## src/rtl/fa_comb_pkg.sv

```systemverilog
package fa_comb_pkg;

  typedef enum logic {
    KIND_SINGLE = 1'b0,
    KIND_PAIR   = 1'b1
  } tag_kind_e;

  function automatic int unsigned max2(input int unsigned a, input int unsigned b);
    return (a > b) ? a : b;
  endfunction

endpackage

```

## src/rtl/fa_free_finder.sv

```systemverilog
module fa_free_finder #(
  parameter int DEPTH = 4,
  parameter int IDX_W = 2
) (
  input  logic [DEPTH-1:0] busy,
  output logic             found,
  output logic [IDX_W-1:0] idx
);

  // scan downward so the lowest free slot wins
  always_comb begin
    found = 1'b0;
    idx   = '0;
    for (int i = DEPTH - 1; i >= 0; i--) begin
      if (!busy[i]) begin
        found = 1'b1;
        idx   = IDX_W'(i);
      end
    end
  end

endmodule

```

## src/rtl/fa_wait_buf.sv

```systemverilog
module fa_wait_buf #(
  parameter int DEPTH  = 4,
  parameter int IDX_W  = 2,
  parameter int DATA_W = 16,
  parameter int ID_W   = 4
) (
  input  logic              clk,
  input  logic              rst_n,
  input  logic              alloc_en,
  input  logic [DATA_W-1:0] alloc_inc,
  input  logic [ID_W-1:0]   alloc_id0,
  input  logic [ID_W-1:0]   alloc_id1,
  output logic [IDX_W-1:0]  alloc_idx,
  output logic              full,
  input  logic [IDX_W-1:0]  rd_idx,
  output logic [DATA_W-1:0] rd_inc,
  output logic [ID_W-1:0]   rd_id0,
  output logic [ID_W-1:0]   rd_id1,
  input  logic              free_en,
  input  logic [IDX_W-1:0]  free_idx
);

  logic [DEPTH-1:0]  busy_q;
  logic [DEPTH-1:0]  set_hit;
  logic [DEPTH-1:0]  clr_hit;
  logic [DATA_W-1:0] inc_q [DEPTH];
  logic [ID_W-1:0]   id0_q [DEPTH];
  logic [ID_W-1:0]   id1_q [DEPTH];
  logic              any_free;

  fa_free_finder #(.DEPTH(DEPTH), .IDX_W(IDX_W)) finder_i (
    .busy  (busy_q),
    .found (any_free),
    .idx   (alloc_idx)
  );

  assign full = !any_free;

  for (genvar e = 0; e < DEPTH; e++) begin : g_slot_dec
    assign set_hit[e] = alloc_en && (alloc_idx == IDX_W'(e));
    assign clr_hit[e] = free_en  && (free_idx  == IDX_W'(e));
  end

  always_ff @(posedge clk) begin
    if (!rst_n) begin
      busy_q <= '0;
    end else begin
      busy_q <= (busy_q & ~clr_hit) | set_hit;
    end
  end

  always_ff @(posedge clk) begin
    for (int e = 0; e < DEPTH; e++) begin
      if (set_hit[e]) begin
        inc_q[e] <= alloc_inc;
        id0_q[e] <= alloc_id0;
        id1_q[e] <= alloc_id1;
      end
    end
  end

  assign rd_inc = inc_q[rd_idx];
  assign rd_id0 = id0_q[rd_idx];
  assign rd_id1 = id1_q[rd_idx];


  no_alloc_when_full_chk: assert property (@(posedge clk) disable iff (!rst_n)
    alloc_en |-> !full);


  free_busy_slot_chk: assert property (@(posedge clk) disable iff (!rst_n)
    free_en |-> busy_q[free_idx]);


  alloc_marks_busy_chk: assert property (@(posedge clk) disable iff (!rst_n)
    alloc_en |=> busy_q[$past(alloc_idx)]);

endmodule

```

## src/rtl/fa_req_merge.sv

```systemverilog
module fa_req_merge
  import fa_comb_pkg::*;
#(
  parameter int ADDR_W = 16,
  parameter int DATA_W = 16,
  parameter int ID_W   = 4,
  parameter int IDX_W  = 2,
  parameter int PAY_W  = 5,
  parameter int TAG_W  = 6
) (
  input  logic              clk,
  input  logic              rst_n,
  input  logic              up0_valid,
  output logic              up0_ready,
  input  logic [ADDR_W-1:0] up0_addr,
  input  logic [DATA_W-1:0] up0_inc,
  input  logic [ID_W-1:0]   up0_id,
  input  logic              up1_valid,
  output logic              up1_ready,
  input  logic [ADDR_W-1:0] up1_addr,
  input  logic [DATA_W-1:0] up1_inc,
  input  logic [ID_W-1:0]   up1_id,
  output logic              dn_req_valid,
  input  logic              dn_req_ready,
  output logic [ADDR_W-1:0] dn_req_addr,
  output logic [DATA_W-1:0] dn_req_inc,
  output logic [TAG_W-1:0]  dn_req_tag,
  input  logic              buf_full,
  input  logic [IDX_W-1:0]  alloc_idx,
  output logic              alloc_en,
  output logic [DATA_W-1:0] alloc_inc,
  output logic [ID_W-1:0]   alloc_id0,
  output logic [ID_W-1:0]   alloc_id1
);

  logic              out_q;
  logic [ADDR_W-1:0] addr_q;
  logic [DATA_W-1:0] inc_q;
  logic [TAG_W-1:0]  tag_q;
  logic              turn1_q;

  logic              slot_open;
  logic              merge;
  logic              pick0;
  logic              pick1;
  logic              both_up;
  logic [PAY_W-1:0]  pay_pair;
  logic [PAY_W-1:0]  pay_single;

  assign slot_open = !out_q || dn_req_ready;
  assign both_up   = up0_valid && up1_valid;
  assign merge     = both_up && (up0_addr == up1_addr) && !buf_full;
  assign pick1     = !merge && up1_valid && (!up0_valid || turn1_q);
  assign pick0     = !merge && up0_valid && !pick1;

  assign up0_ready = slot_open && (merge || pick0);
  assign up1_ready = slot_open && (merge || pick1);

  assign alloc_en  = slot_open && merge;
  assign alloc_inc = up0_inc;
  assign alloc_id0 = up0_id;
  assign alloc_id1 = up1_id;

  always_comb begin
    pay_pair              = '0;
    pay_pair[IDX_W-1:0]   = alloc_idx;
    pay_single            = '0;
    pay_single[ID_W]      = pick1;
    pay_single[ID_W-1:0]  = pick1 ? up1_id : up0_id;
  end

  always_ff @(posedge clk) begin
    if (!rst_n) begin
      out_q   <= 1'b0;
      addr_q  <= '0;
      inc_q   <= '0;
      tag_q   <= '0;
      turn1_q <= 1'b0;
    end else if (slot_open) begin
      if (merge) begin
        out_q  <= 1'b1;
        addr_q <= up0_addr;
        inc_q  <= up0_inc + up1_inc;
        tag_q  <= {KIND_PAIR, pay_pair};
      end else if (pick0 || pick1) begin
        out_q  <= 1'b1;
        addr_q <= pick1 ? up1_addr : up0_addr;
        inc_q  <= pick1 ? up1_inc : up0_inc;
        tag_q  <= {KIND_SINGLE, pay_single};
        if (both_up) turn1_q <= pick0;
      end else begin
        out_q <= 1'b0;
      end
    end
  end

  assign dn_req_valid = out_q;
  assign dn_req_addr  = addr_q;
  assign dn_req_inc   = inc_q;
  assign dn_req_tag   = tag_q;


  req_hold_chk: assert property (@(posedge clk) disable iff (!rst_n)
    dn_req_valid && !dn_req_ready |=> dn_req_valid && $stable(dn_req_addr)
      && $stable(dn_req_inc) && $stable(dn_req_tag));


  pair_sum_chk: assert property (@(posedge clk) disable iff (!rst_n)
    up0_valid && up0_ready && up1_valid && up1_ready |=> dn_req_valid
      && dn_req_tag[TAG_W-1] && dn_req_inc == DATA_W'($past(up0_inc) + $past(up1_inc)));


  lone0_pass_chk: assert property (@(posedge clk) disable iff (!rst_n)
    up0_valid && up0_ready && !(up1_valid && up1_ready) |=> dn_req_valid
      && !dn_req_tag[TAG_W-1] && dn_req_inc == $past(up0_inc)
      && dn_req_addr == $past(up0_addr));

endmodule

```

## src/rtl/fa_rsp_split.sv

```systemverilog
module fa_rsp_split #(
  parameter int DATA_W = 16,
  parameter int ID_W   = 4,
  parameter int IDX_W  = 2,
  parameter int TAG_W  = 6
) (
  input  logic              clk,
  input  logic              rst_n,
  input  logic              dn_rep_valid,
  output logic              dn_rep_ready,
  input  logic [TAG_W-1:0]  dn_rep_tag,
  input  logic [DATA_W-1:0] dn_rep_value,
  output logic [IDX_W-1:0]  rd_idx,
  input  logic [DATA_W-1:0] rd_inc,
  input  logic [ID_W-1:0]   rd_id0,
  input  logic [ID_W-1:0]   rd_id1,
  output logic              free_en,
  output logic [IDX_W-1:0]  free_idx,
  output logic              up0_rsp_valid,
  input  logic              up0_rsp_ready,
  output logic [DATA_W-1:0] up0_rsp_value,
  output logic [ID_W-1:0]   up0_rsp_id,
  output logic              up1_rsp_valid,
  input  logic              up1_rsp_ready,
  output logic [DATA_W-1:0] up1_rsp_value,
  output logic [ID_W-1:0]   up1_rsp_id
);

  logic [1:0]        vld_q;
  logic [DATA_W-1:0] val_q [2];
  logic [ID_W-1:0]   id_q  [2];
  logic [1:0]        drain;
  logic [1:0]        room;
  logic [1:0]        load;
  logic              is_pair;
  logic              dest;
  logic              take;
  logic [DATA_W-1:0] nval [2];
  logic [ID_W-1:0]   nid  [2];

  assign drain   = {up1_rsp_ready, up0_rsp_ready};
  assign room    = ~vld_q | drain;
  assign is_pair = dn_rep_tag[TAG_W-1];
  assign dest    = dn_rep_tag[ID_W];
  assign rd_idx  = dn_rep_tag[IDX_W-1:0];

  assign dn_rep_ready = is_pair ? (room[0] && room[1]) : room[dest];
  assign take         = dn_rep_valid && dn_rep_ready;
  assign load[0]      = take && (is_pair || !dest);
  assign load[1]      = take && (is_pair || dest);
  assign free_en      = take && is_pair;
  assign free_idx     = rd_idx;

  always_comb begin
    nval[0] = dn_rep_value;
    nid[0]  = is_pair ? rd_id0 : dn_rep_tag[ID_W-1:0];
    nval[1] = is_pair ? dn_rep_value + rd_inc : dn_rep_value;
    nid[1]  = is_pair ? rd_id1 : dn_rep_tag[ID_W-1:0];
  end

  always_ff @(posedge clk) begin
    if (!rst_n) begin
      vld_q <= '0;
      for (int p = 0; p < 2; p++) begin
        val_q[p] <= '0;
        id_q[p]  <= '0;
      end
    end else begin
      for (int p = 0; p < 2; p++) begin
        if (load[p]) begin
          vld_q[p] <= 1'b1;
          val_q[p] <= nval[p];
          id_q[p]  <= nid[p];
        end else if (drain[p]) begin
          vld_q[p] <= 1'b0;
        end
      end
    end
  end

  assign up0_rsp_valid = vld_q[0];
  assign up0_rsp_value = val_q[0];
  assign up0_rsp_id    = id_q[0];
  assign up1_rsp_valid = vld_q[1];
  assign up1_rsp_value = val_q[1];
  assign up1_rsp_id    = id_q[1];


  rsp0_hold_chk: assert property (@(posedge clk) disable iff (!rst_n)
    up0_rsp_valid && !up0_rsp_ready |=> up0_rsp_valid && $stable(up0_rsp_value)
      && $stable(up0_rsp_id));


  rsp1_hold_chk: assert property (@(posedge clk) disable iff (!rst_n)
    up1_rsp_valid && !up1_rsp_ready |=> up1_rsp_valid && $stable(up1_rsp_value)
      && $stable(up1_rsp_id));


  single_route_chk: assert property (@(posedge clk) disable iff (!rst_n)
    dn_rep_valid && dn_rep_ready && !dn_rep_tag[TAG_W-1] && dn_rep_tag[ID_W]
      |=> up1_rsp_valid && up1_rsp_value == $past(dn_rep_value)
      && up1_rsp_id == $past(dn_rep_tag[ID_W-1:0]));


  pair_split_chk: assert property (@(posedge clk) disable iff (!rst_n)
    dn_rep_valid && dn_rep_ready && dn_rep_tag[TAG_W-1]
      |=> up0_rsp_valid && up1_rsp_valid && up0_rsp_value == $past(dn_rep_value));

endmodule

```

## src/rtl/fa_comb_switch.sv

```systemverilog
module fa_comb_switch
  import fa_comb_pkg::*;
#(
  parameter  int ADDR_W = 16,
  parameter  int DATA_W = 16,
  parameter  int ID_W   = 4,
  parameter  int DEPTH  = 4,
  localparam int IDX_W  = (DEPTH > 1) ? $clog2(DEPTH) : 1,
  localparam int PAY_W  = int'(max2(ID_W + 1, IDX_W)),
  localparam int TAG_W  = PAY_W + 1
) (
  input  logic              clk,
  input  logic              rst_n,
  input  logic              up0_valid,
  output logic              up0_ready,
  input  logic [ADDR_W-1:0] up0_addr,
  input  logic [DATA_W-1:0] up0_inc,
  input  logic [ID_W-1:0]   up0_id,
  input  logic              up1_valid,
  output logic              up1_ready,
  input  logic [ADDR_W-1:0] up1_addr,
  input  logic [DATA_W-1:0] up1_inc,
  input  logic [ID_W-1:0]   up1_id,
  output logic              dn_req_valid,
  input  logic              dn_req_ready,
  output logic [ADDR_W-1:0] dn_req_addr,
  output logic [DATA_W-1:0] dn_req_inc,
  output logic [TAG_W-1:0]  dn_req_tag,
  input  logic              dn_rep_valid,
  output logic              dn_rep_ready,
  input  logic [TAG_W-1:0]  dn_rep_tag,
  input  logic [DATA_W-1:0] dn_rep_value,
  output logic              up0_rsp_valid,
  input  logic              up0_rsp_ready,
  output logic [DATA_W-1:0] up0_rsp_value,
  output logic [ID_W-1:0]   up0_rsp_id,
  output logic              up1_rsp_valid,
  input  logic              up1_rsp_ready,
  output logic [DATA_W-1:0] up1_rsp_value,
  output logic [ID_W-1:0]   up1_rsp_id
);

  logic              alloc_en;
  logic [DATA_W-1:0] alloc_inc;
  logic [ID_W-1:0]   alloc_id0;
  logic [ID_W-1:0]   alloc_id1;
  logic [IDX_W-1:0]  alloc_idx;
  logic              buf_full;
  logic [IDX_W-1:0]  rd_idx;
  logic [DATA_W-1:0] rd_inc;
  logic [ID_W-1:0]   rd_id0;
  logic [ID_W-1:0]   rd_id1;
  logic              free_en;
  logic [IDX_W-1:0]  free_idx;

  fa_req_merge #(
    .ADDR_W(ADDR_W), .DATA_W(DATA_W), .ID_W(ID_W),
    .IDX_W(IDX_W), .PAY_W(PAY_W), .TAG_W(TAG_W)
  ) merge_i (
    .clk          (clk),
    .rst_n        (rst_n),
    .up0_valid    (up0_valid),
    .up0_ready    (up0_ready),
    .up0_addr     (up0_addr),
    .up0_inc      (up0_inc),
    .up0_id       (up0_id),
    .up1_valid    (up1_valid),
    .up1_ready    (up1_ready),
    .up1_addr     (up1_addr),
    .up1_inc      (up1_inc),
    .up1_id       (up1_id),
    .dn_req_valid (dn_req_valid),
    .dn_req_ready (dn_req_ready),
    .dn_req_addr  (dn_req_addr),
    .dn_req_inc   (dn_req_inc),
    .dn_req_tag   (dn_req_tag),
    .buf_full     (buf_full),
    .alloc_idx    (alloc_idx),
    .alloc_en     (alloc_en),
    .alloc_inc    (alloc_inc),
    .alloc_id0    (alloc_id0),
    .alloc_id1    (alloc_id1)
  );

  fa_wait_buf #(
    .DEPTH(DEPTH), .IDX_W(IDX_W), .DATA_W(DATA_W), .ID_W(ID_W)
  ) wbuf_i (
    .clk       (clk),
    .rst_n     (rst_n),
    .alloc_en  (alloc_en),
    .alloc_inc (alloc_inc),
    .alloc_id0 (alloc_id0),
    .alloc_id1 (alloc_id1),
    .alloc_idx (alloc_idx),
    .full      (buf_full),
    .rd_idx    (rd_idx),
    .rd_inc    (rd_inc),
    .rd_id0    (rd_id0),
    .rd_id1    (rd_id1),
    .free_en   (free_en),
    .free_idx  (free_idx)
  );

  fa_rsp_split #(
    .DATA_W(DATA_W), .ID_W(ID_W), .IDX_W(IDX_W), .TAG_W(TAG_W)
  ) split_i (
    .clk           (clk),
    .rst_n         (rst_n),
    .dn_rep_valid  (dn_rep_valid),
    .dn_rep_ready  (dn_rep_ready),
    .dn_rep_tag    (dn_rep_tag),
    .dn_rep_value  (dn_rep_value),
    .rd_idx        (rd_idx),
    .rd_inc        (rd_inc),
    .rd_id0        (rd_id0),
    .rd_id1        (rd_id1),
    .free_en       (free_en),
    .free_idx      (free_idx),
    .up0_rsp_valid (up0_rsp_valid),
    .up0_rsp_ready (up0_rsp_ready),
    .up0_rsp_value (up0_rsp_value),
    .up0_rsp_id    (up0_rsp_id),
    .up1_rsp_valid (up1_rsp_valid),
    .up1_rsp_ready (up1_rsp_ready),
    .up1_rsp_value (up1_rsp_value),
    .up1_rsp_id    (up1_rsp_id)
  );

endmodule

```

## config.mk

```make
export PLATFORM = sky130hd
export DESIGN_NAME = fa_comb_switch
export DESIGN_NICKNAME = d
export VERILOG_FILES = /design/src/rtl/fa_comb_pkg.sv /design/src/rtl/fa_free_finder.sv /design/src/rtl/fa_wait_buf.sv /design/src/rtl/fa_req_merge.sv /design/src/rtl/fa_rsp_split.sv /design/src/rtl/fa_comb_switch.sv
export SDC_FILE = /design/constraint.sdc
export NUM_CORES = 1
export LEC_CHECK = 0
export BUFFER_PORTS_ARGS = -buffer_cell sky130_fd_sc_hd__buf_4
export CORE_MARGIN = 3
export CORE_UTILIZATION = 50
export DETAILED_ROUTE_END_ITERATION = 8
export PLACE_DENSITY_LB_ADDON = 0.12
export SYNTH_ARGS = -nofsm -noshare
export SYNTH_HDL_FRONTEND = slang
export SYNTH_SLANG_ARGS = --single-unit
export TNS_END_PERCENT = 20
```

## constraint.sdc

```tcl
create_clock -name clk -period 4.2 [get_ports clk]
set_input_delay 0.84 -clock clk [delete_from_list [all_inputs] [get_ports clk]]
set_output_delay 0.84 -clock clk [all_outputs]
set_load 0.05 [all_outputs]
```

==> results.cfg <==
[status]
status = finished clean

[power_and_ir_drop]
p_per_area_nw_per_um2 = 406
power_leakage_nw = 4.50
ir_drop_mv = 0.293

[timing]
fmax_ghz = 0.288
fin_setup_tns_ns = 0
finalClockSkew_ns = 0.0130
hold_viol = 0
fin_crit_ns = 3.47
finalCritPeriodShare_pct = 82.6
relSlewSlack_pct = 39.2
setup_viol = 0
worst_slack_ns = 0.731
finalMaxSlewViolations = 0
tightest_slew_ns = 0.906
rsz0062_at_grt = false

[clocking]
cts_buffers = 17
cts_hold_buf = 0
cts_sinks = 182
clk_pin_slew_ns = 0.07
post_cts_buffers = 0
cts_htree_levels = 4
cts_tree = done
root_buffer = clkbuf_16
cts_buffer_depth = 2
clk_latency_ns = 0.43
ctsResizeCount = 0

[layout]
regArea_um2 = 5000
final_common_cell = buf_4
fin_util_pct = 64.4
nNetsFinal = 1056
n_antenna_cell = 0
final_cell_mix = 198 x buf_4, 136 x edfxtp_1, 65 x a21oi_1
final_layout_size_suffix_gt1_share_pct = 29.0
multi_input_area_um2 = 3840
fillers = 1392
syn_to_final_growth_pct = 24.3

[synthesis]
synthArstFlopShare_pct = 0
synth_seq_cells = 182
synth_edf_count = 136
synth_top_area_share_pct = 45.1
synthTopCellsByArea = edfxtp_1 45%, dfxtp_1 10%, mux4_2 5.2%
yosys.area.top_type = edfxtp_1
avgSynthCellArea_um2 = 12.1
synthCells = 747
mappedNetlistNets = 881
ys.flop_type = edfxtp_1
syn_area_um2 = 9050
netlist-cell-type-count = 62
ys_warn_count = 0
seq_area_frac_synth_pct = 55.3

[global_routing]
grt_start_max_net_pins = 44
grt_util_all_layers_pct = 21.8
grt_pass1_vias = 6756
antenna_found_initial = 0
overflow = 0
grt_pass1_wl_mm = 34.7

[place]
dp_slack_ns = 0.340
place.port_buffers = 185
place.gp.congestion = 0.925
place_hpwl_mm = 15.9

[die]
core_area_um2 = 17500
die-area_um2 = 19700
die_w_um = 141
io_pins = 186
die_height_um = 141
initial_core_util_pct = 51.8
rows = 48

[worst_setup_path]
end_kind = output pin
path_cells = buf_4 > xor2_1 > nor4_1 > nand4_1 > or4_1 > buf_4 > a21oi_1 > buf_4
crit_required_ns = 3.36
slowest_delay_ns = 0.43
arrival_ns = 2.63
slowest_stage = or4_1
critPathMaxFanout = 32
cpMostUsedCell = buf_4
crit_path_start_kind = input port
worstSetupPathType = in -> out

[routing]
drt-vias-per-instance = 5.74
antenna_left = 0
drt-total-wl_mm = 21.8
wire_per_inst_um = 18.8
drt_iter0_markers = 379
drc_errors = 0
dr.pass1.iters = 5
dr_total_vias = 6659

[hold_path]
hold_class = reg -> reg

[job]
max_cap_violations = 0
==> area by class of cell <==
class                      count  share of cell area [%]
clock buffer                  17                    3.78
clock inverter                15                    1.42
timing repair buffer         198                    13.2
sequential                   182                    44.5
tap                          225                    2.50
multi-input combinational    510                    34.2
inverter                      13                   0.434
==> worst paths after layout <==
check	from	to	slack (ns)	cells past startpoint
setup / recovery	up1_addr[11]	up1_ready	0.73	8
hold / removal	merge_i.dn_req_tag[4]$_SDFFE_PN0P_	merge_i.dn_req_tag[4]$_SDFFE_PN0P_	0.46	2
setup reg to reg	wbuf_i.inc_q[2][0]$_DFFE_PP_	split_i.val_q[0][26]$_SDFFCE_PN0P_	1.18	11
hold reg to reg	merge_i.dn_req_tag[4]$_SDFFE_PN0P_	merge_i.dn_req_tag[4]$_SDFFE_PN0P_	0.46	2
==> cell usage after synthesis (all sizes together), types with 3 or more instances <==
master,number
a21o,9
nor2,48
or3,3
and2,6
o31ai,3
o21a,10
mux2,8
and3,21
dfxtp,46
xnor2,25
nand3b,5
mux2i,42
o211ai,6
a311oi,7
o22ai,3
nor3,6
nand2,39
a21oi,65
inv,12
o21ai,42
nor2b,7
edfxtp,136
a31oi,6
mux4,21
xor2,10
nand4,8
ha,30
nand2b,13
buf,9
a32oi,5
nand3,17
a211oi,6
clkbuf,33
a22oi,10
==> logic make-up (layout without fill, tap and decap cells) <==
logic type	count (synthesis)	in the layout	share of synthesized area [%]
AOI/OAI and AO/OA	189	189	13.0
and+or+nand+nor	183	183	10.3
DFF	182	182	55.3
muxes	71	71	10.9
buffers and inverters	55	243	2.50
xor gates and xnor gates	35	35	3.39
adders and majority gates	32	32	4.59
==> where the power goes <==
part | switching, mW | internal, mW | total, mW
Combinational | 0.598 | 0.352 | 0.950
Sequential | 0.0307 | 2.00 | 2.04
Clock | 0.733 | 0.844 | 1.58
Total | 1.36 | 3.20 | 4.56
==> sequential cells by signal (all words and copies together) (netlist names) <==
name / count
wbuf_i.busy_q: 4
merge_i.turn1_q: 1
merge_i.dn_req_tag: 6
merge_i.dn_req_valid: 1
wbuf_i.id0_q: 16
split_i.id_q: 8
wbuf_i.id1_q: 16
split_i.vld_q: 2
merge_i.dn_req_addr: 16
wbuf_i.inc_q: 64
merge_i.dn_req_inc: 16
split_i.val_q: 32
==> critical path, delay by kind of cell <==
kind | cells | cell delay (ns)
simple gates | 3 | 0.83
buf+inv | 3 | 0.61
compound gates | 1 | 0.19
xor+xnor | 1 | 0.15
==> through the flow <==
step                      hold slack, ns  total power [mW]  instance area, um^2  cells
after global routing               0.480              4.74                11300   1160
after global placement             0.446              3.01                10700   1128
after detailed placement           0.450              3.02                10700   1128
final                              0.464              4.56                11300   1160
after floorplan                    0.440              2.71                 9050    747
after CTS                          0.462              4.59                11300   1160
==> metal layers <==
layer | routed length (um) | GRT usage [%]
met5 | 0 | 0
met4 | 196 | 4.39
met3 | 1680 | 5.77
met2 | 10400 | 35.7
met1 | 9500 | 29.7
Power figures use the tool's default switching activity.
